### config.mk
export PLATFORM = sky130hd
export DESIGN_NAME = pwm_quad
export DESIGN_NICKNAME = d
export VERILOG_FILES = /design/src/rtl/pwm_quad_pkg.sv /design/src/rtl/pwm_quad_ctrl.sv /design/src/rtl/pwm_quad_dp.sv /design/src/rtl/pwm_quad.sv
export SDC_FILE = /design/constraint.sdc
export NUM_CORES = 1
export LEC_CHECK = 0
export ABC_AREA = 0
export BUFFER_PORTS_ARGS = -buffer_cell sky130_fd_sc_hd__clkbuf_2
export CORE_ASPECT_RATIO = 0.9
export CORE_UTILIZATION = 65
export CTS_BUF_LIST = sky130_fd_sc_hd__clkbuf_16
export CTS_CLUSTER_SIZE = 14
export DETAILED_ROUTE_END_ITERATION = 6
export GPL_TIMING_DRIVEN = 0
export PLACE_DENSITY = 0.89
export SETUP_SLACK_MARGIN = 0.4
export SLEW_MARGIN = 10
export SYNTH_ARGS = -nofsm -noshare
export SYNTH_HDL_FRONTEND = slang
export SYNTH_SLANG_ARGS = --single-unit
### constraint.sdc
create_clock -name clk -period 7.2 [get_ports clk]
set_input_delay 0.36 -clock clk [delete_from_list [all_inputs] [get_ports clk]]
set_output_delay 0.36 -clock clk [all_outputs]
set_load 0.05 [all_outputs]
### src/rtl/pwm_quad_pkg.sv
package pwm_quad_pkg;
  localparam int PWM_CH = 4;

  // strobes from the control (tick generation) to the datapath (counters)
  typedef struct packed {
    logic [PWM_CH-1:0] chTick;
    logic [PWM_CH-1:0] chClr;
    logic              tickA;
    logic              tickB;
    logic              tickS;
  } pwmStb_t;
endpackage

### src/rtl/pwm_quad_ctrl.sv
module pwm_quad_ctrl
  import pwm_quad_pkg::*;
#(
  parameter int NCH = PWM_CH,
  parameter int PSW = 3,
  parameter int SCW = 8
) (
  input  logic             clk,
  input  logic             rstN,
  input  logic [NCH-1:0]   chEn,
  input  logic [2*NCH-1:0] chSrc,
  input  logic [NCH/2-1:0] joinPair,
  input  logic [PSW-1:0]   preSelA,
  input  logic [PSW-1:0]   preSelB,
  input  logic [SCW-1:0]   scaleN,
  output pwmStb_t          stb
);
  localparam int DIVW = (1 << PSW) - 1;

  logic [DIVW-1:0] divCnt;
  logic [DIVW-1:0] maskA;
  logic [DIVW-1:0] maskB;
  logic [SCW:0]    sCnt;
  logic [SCW:0]    sLimit;
  logic            tickA;
  logic            tickB;
  logic            tickS;
  logic [NCH-1:0]  tickV;
  logic [NCH-1:0]  clrV;

  assign maskA  = ~({DIVW{1'b1}} << preSelA);
  assign maskB  = ~({DIVW{1'b1}} << preSelB);
  assign tickA  = (divCnt & maskA) == maskA;
  assign tickB  = (divCnt & maskB) == maskB;
  assign sLimit = (scaleN == '0) ? '1 : ({scaleN, 1'b0} - (SCW+1)'(1));
  assign tickS  = tickA && (sCnt == sLimit);

  always_ff @(posedge clk) begin
    if (!rstN) begin
      divCnt <= '0;
      sCnt   <= '0;
    end else begin
      divCnt <= divCnt + 1'b1;
      if (tickA) sCnt <= tickS ? '0 : sCnt + 1'b1;
    end
  end

  for (genvar c = 0; c < NCH; c++) begin : g_sel
    localparam int GOV = (c / 2) * 2 + 1;
    logic       joined;
    logic [1:0] src;
    logic       en;
    assign joined = joinPair[c/2];
    assign src    = joined ? chSrc[GOV*2 +: 2] : chSrc[c*2 +: 2];
    assign en     = joined ? chEn[GOV] : chEn[c];
    always_comb begin
      case (src)
        2'b00:   tickV[c] = tickA;
        2'b01:   tickV[c] = tickB;
        default: tickV[c] = tickS;
      endcase
    end
    assign clrV[c] = !en;
  end

  always_comb begin
    stb.chTick = tickV;
    stb.chClr  = clrV;
    stb.tickA  = tickA;
    stb.tickB  = tickB;
    stb.tickS  = tickS;
  end
endmodule

### src/rtl/pwm_quad_dp.sv
module pwm_quad_dp
  import pwm_quad_pkg::*;
#(
  parameter int NCH = PWM_CH,
  parameter int CW  = 8
) (
  input  logic              clk,
  input  logic              rstN,
  input  pwmStb_t           stb,
  input  logic [NCH/2-1:0]  joinPair,
  input  logic [NCH*CW-1:0] perIn,
  input  logic [NCH*CW-1:0] dutyIn,
  output logic [NCH-1:0]    pwmOut
);
  localparam int NPAIR = NCH / 2;
  localparam int DW    = 2 * CW;

  for (genvar p = 0; p < NPAIR; p++) begin : g_pair
    localparam int HI = 2 * p;
    localparam int LO = 2 * p + 1;

    logic [CW-1:0] cntH, cntL, perH, perL, dutH, dutL;
    logic [CW-1:0] inPerH, inPerL, inDutH, inDutL;
    logic [CW:0]   nxtH, nxtL;
    logic [DW:0]   nxtW;
    logic [DW-1:0] cntW, perW, dutW;
    logic          endH, endL, endW, joined;

    assign inPerH = perIn[HI*CW +: CW];
    assign inPerL = perIn[LO*CW +: CW];
    assign inDutH = dutyIn[HI*CW +: CW];
    assign inDutL = dutyIn[LO*CW +: CW];
    assign joined = joinPair[p];

    assign cntW = {cntH, cntL};
    assign perW = {perH, perL};
    assign dutW = {dutH, dutL};
    assign nxtH = {1'b0, cntH} + (CW+1)'(1);
    assign nxtL = {1'b0, cntL} + (CW+1)'(1);
    assign nxtW = {1'b0, cntW} + (DW+1)'(1);
    assign endH = nxtH >= {1'b0, perH};
    assign endL = nxtL >= {1'b0, perL};
    assign endW = nxtW >= {1'b0, perW};

    always_ff @(posedge clk) begin
      if (!rstN) begin
        cntH <= '0; cntL <= '0;
        perH <= '0; perL <= '0;
        dutH <= '0; dutL <= '0;
      end else if (joined) begin
        if (stb.chClr[LO] || (stb.chTick[LO] && endW)) begin
          cntH <= '0; cntL <= '0;
          perH <= inPerH; perL <= inPerL;
          dutH <= inDutH; dutL <= inDutL;
        end else if (stb.chTick[LO]) begin
          {cntH, cntL} <= nxtW[DW-1:0];
        end
      end else begin
        if (stb.chClr[HI] || (stb.chTick[HI] && endH)) begin
          cntH <= '0;
          perH <= inPerH;
          dutH <= inDutH;
        end else if (stb.chTick[HI]) begin
          cntH <= nxtH[CW-1:0];
        end
        if (stb.chClr[LO] || (stb.chTick[LO] && endL)) begin
          cntL <= '0;
          perL <= inPerL;
          dutL <= inDutL;
        end else if (stb.chTick[LO]) begin
          cntL <= nxtL[CW-1:0];
        end
      end
    end

    assign pwmOut[HI] = !joined && !stb.chClr[HI] && ((dutH >= perH) || (cntH < dutH));
    assign pwmOut[LO] = !stb.chClr[LO] &&
                        (joined ? ((dutW >= perW) || (cntW < dutW))
                                : ((dutL >= perL) || (cntL < dutL)));
  end
endmodule

### src/rtl/pwm_quad.sv
module pwm_quad
  import pwm_quad_pkg::*;
#(
  parameter int NCH = PWM_CH,
  parameter int CW  = 8,
  parameter int PSW = 3,
  parameter int SCW = 8
) (
  input  logic              clk,
  input  logic              rstN,
  input  logic [NCH-1:0]    chEn,
  input  logic [2*NCH-1:0]  chSrc,
  input  logic [NCH/2-1:0]  joinPair,
  input  logic [PSW-1:0]    preSelA,
  input  logic [PSW-1:0]    preSelB,
  input  logic [SCW-1:0]    scaleN,
  input  logic [NCH*CW-1:0] period,
  input  logic [NCH*CW-1:0] duty,
  output logic [NCH-1:0]    pwmOut
);
  pwmStb_t stb;

  pwm_quad_ctrl #(.NCH(NCH), .PSW(PSW), .SCW(SCW)) u_ctrl (
    .clk(clk), .rstN(rstN), .chEn(chEn), .chSrc(chSrc), .joinPair(joinPair),
    .preSelA(preSelA), .preSelB(preSelB), .scaleN(scaleN), .stb(stb)
  );

  pwm_quad_dp #(.NCH(NCH), .CW(CW)) u_dp (
    .clk(clk), .rstN(rstN), .stb(stb), .joinPair(joinPair),
    .perIn(period), .dutyIn(duty), .pwmOut(pwmOut)
  );
endmodule

==> reports/metrics.csv <==
metric;value;unit
hold_start;duty[16];
crit_chain;nand3_1 -> nor2_1 -> and3_1 -> clkbuf_1 -> and2_1 -> nand2_1 -> xnor2_1 -> ha_1 -> and4_1 -> a221o_1 -> a211oi_1 -> a31oi_1 -> a21boi_2 -> buf_6 -> buf_8 -> mux2i_1 -> nor2_1;
hold_viol;0;
cts_buffers;9;
worstSetupPathType;reg2reg;
ys_warn_count;0;
nets;1407;
synth_edf_count;0;
syn_area;8870;um2
synth-seq-cells;112;
cts_htree_levels;3;
dr.pass1.iters;7;
die_area;14100;um2
ys_seq_area_share;25.3;%
cp_slowest_cell;a211oi_1;
slowest_delay;650;ps
drc_errors;17;
tightest_slew;765;ps
post_dp_cell_area;9560;um2
rows;40;
hp-class;in2reg;
drive_gt1_share;12.6;%
port_buffers;96;
ios;98;
route.top_layer_used;met4;
status;complete, but fails checks;
period_needed;4620;ps
required;7440;ps
met3_length;1680;um
grt_pass1_vias;8054;
clockBufferDepth;2;
syn_to_final_growth;11.3;%
power_leakage;4.41;nW
irDropWorstVdd;0.194;mV
final.setup.tns;0;ps
routed_wl;23600;um
viasPerCell;6.22;
wire_per_inst;17.3;um
cts_setup_buffers;0;
grt_max_degree;23;
num_vias;8496;
synth_area_per_cell;8.17;um2
synth_flop_cell;dfxtp_1;
finalCritPeriodShare;64.2;%
diodes;0;
cp.arrival;4860;ps
clkLatencyLatePin;370;ps
clk_pin_slew_worst_paths;90;ps
slew_headroom;49.0;%
fmax;0.216;GHz
cts-root-buf;clkbuf_16;
finalMaxSlewViolations;0;
gr-total-overflow;0;
antenna_found_initial;0;
core-area;13300;um2
dp.final_hpwl;17900;um
first_iter_violations;814;
startpoint;u_dp.g_pair[0].cntL[2];
synthCells;1085;
initial_core_util;66.6;%
wl_met2;11400;um
critical_path_buf_inv_count;3;
met1_length;9870;um
most-common-layout-cells;ha_1, dfxtp_1, clkbuf_2;
finalSetupViolCount;0;
r2r-start;u_dp.g_pair[0].cntL[2];
synth-async-reset-ratio;0;%
cts_resized;0;
critPathMostFrequentCell;nor2_1;
cts.sinks;112;
p_total;1.72;mW
placed_cells;1349;
cp_top_family;compound AO/OA/AOI/OAI gates;
endpoint_kind;flip-flop;
fin_cells;1365;
worstPathMaxFanout;10;
fp.dieW;125;um
ant_nets;0;
place.gp.congestion;0.960;
final_common_cell;ha_1;
rsz0062_at_grt;false;
yosysUniqueCellTypes;83;
postLayoutCellArea;9870;um2
grt_pass1_wl;38500;um
cap_violations;0;
ctsHoldBuffers;0;
cts_tree;yes;
start_kind;flip-flop;
violations;DRC;
syn-num-nets;1300;
grt_use_total;33.9;%
p_per_area;175;nW/um2
finClkSkew;11.0;ps
die_height;113;um
## per-stage QoR
step	setup slack, ps	hold slack, ps	util, %
after floorplan	3460	454	-
after global placement	2810	461	71.8
after detailed placement	2740	473	71.8
after CTS	2740	207	74.1
after global routing	2290	220	74.1
final	2580	210	74.1
## worst register-to-register path, delay by kind of cell (launching register included)
family / cells / cell delay (ps)
AOI/OAI and AO/OA: 4 / 1500
and+or+nand+nor: 7 / 1390
buffers and inverters: 3 / 540
DFF: 1 / 420
adders and majority gates: 1 / 260
xor gates and xnor gates: 1 / 210
muxes: 1 / 170
## kinds of logic (layout without fill, tap and decap cells)
group / count (synthesis) / in the layout / synth area share (%)
adders and majority gates: 121 / 121 / 17.1
xor gates and xnor gates: 65 / 65 / 6.42
AOI/OAI and AO/OA: 297 / 297 / 22.4
DFF: 112 / 112 / 25.3
and+or+nand+nor: 329 / 329 / 18.8
buffers and inverters: 124 / 236 / 5.87
muxes: 37 / 37 / 4.19
## area by class of cell
type / instances / area (um2)
fillers: 1043 / 3440
repair buffers: 96 / 480
inverters: 79 / 297
clock inverters: 7 / 86.3
multi-input cells: 849 / 6110
well taps: 168 / 210
clock buffers: 9 / 225
plain buffers: 45 / 224
flip-flops and latches: 112 / 2240
## where the power goes
group | total (mW) | internal (mW) | switching (mW)
clock network | 0.519 | 0.249 | 0.270
registers | 0.689 | 0.656 | 0.0327
logic | 0.516 | 0.212 | 0.304
total | 1.72 | 1.12 | 0.607
## registers in the layout, indices dropped and copies added (netlist names)
register / cells
u_dp.g_pair.perH: 16
u_dp.g_pair.perL: 16
u_dp.g_pair.cntL: 16
u_dp.g_pair.dutL: 16
u_dp.g_pair.cntH: 16
u_ctrl.divCnt: 7
u_dp.g_pair.dutH: 16
u_ctrl.sCnt: 9
## final timing paths
| path | endpoint | slack, ps | cells past startpoint |
|---|---|---|---|
| setup reg to reg | u_dp.g_pair[0].dutL[4] | 2580 | 17 |
| setup / recovery | u_dp.g_pair[0].dutL[4] | 2580 | 17 |
| hold / removal | u_dp.g_pair[1].dutH[0] | 210 | 3 |
| hold reg to reg | u_dp.g_pair[0].perH[6] | 480 | 2 |
## synth_stat cells, types with 16 or more instances
library cell / n / area, um2
a21o_1: 30 / 225
a21oi_1: 78 / 390
and3_1: 24 / 150
clkbuf_1: 25 / 93.8
dfxtp_1: 112 / 2240
ha_1: 121 / 1510
inv_1: 79 / 297
mux2i_1: 36 / 360
nand2_1: 64 / 240
nand2b_1: 16 / 100
nand3_1: 58 / 290
nand4_1: 19 / 119
nor2_1: 80 / 300
o21ai_0: 49 / 245
o21ai_1: 26 / 130
xnor2_1: 28 / 245
xor2_1: 37 / 324
## routing by layer
metal	global-route usage, %	vias to the layer above
met1	41.5	3985
met5	0	-
met2	59.7	330
met4	12.4	0
li1	-	4131
met3	6.43	50
No activity file was read; power rests on OpenSTA's default activity.
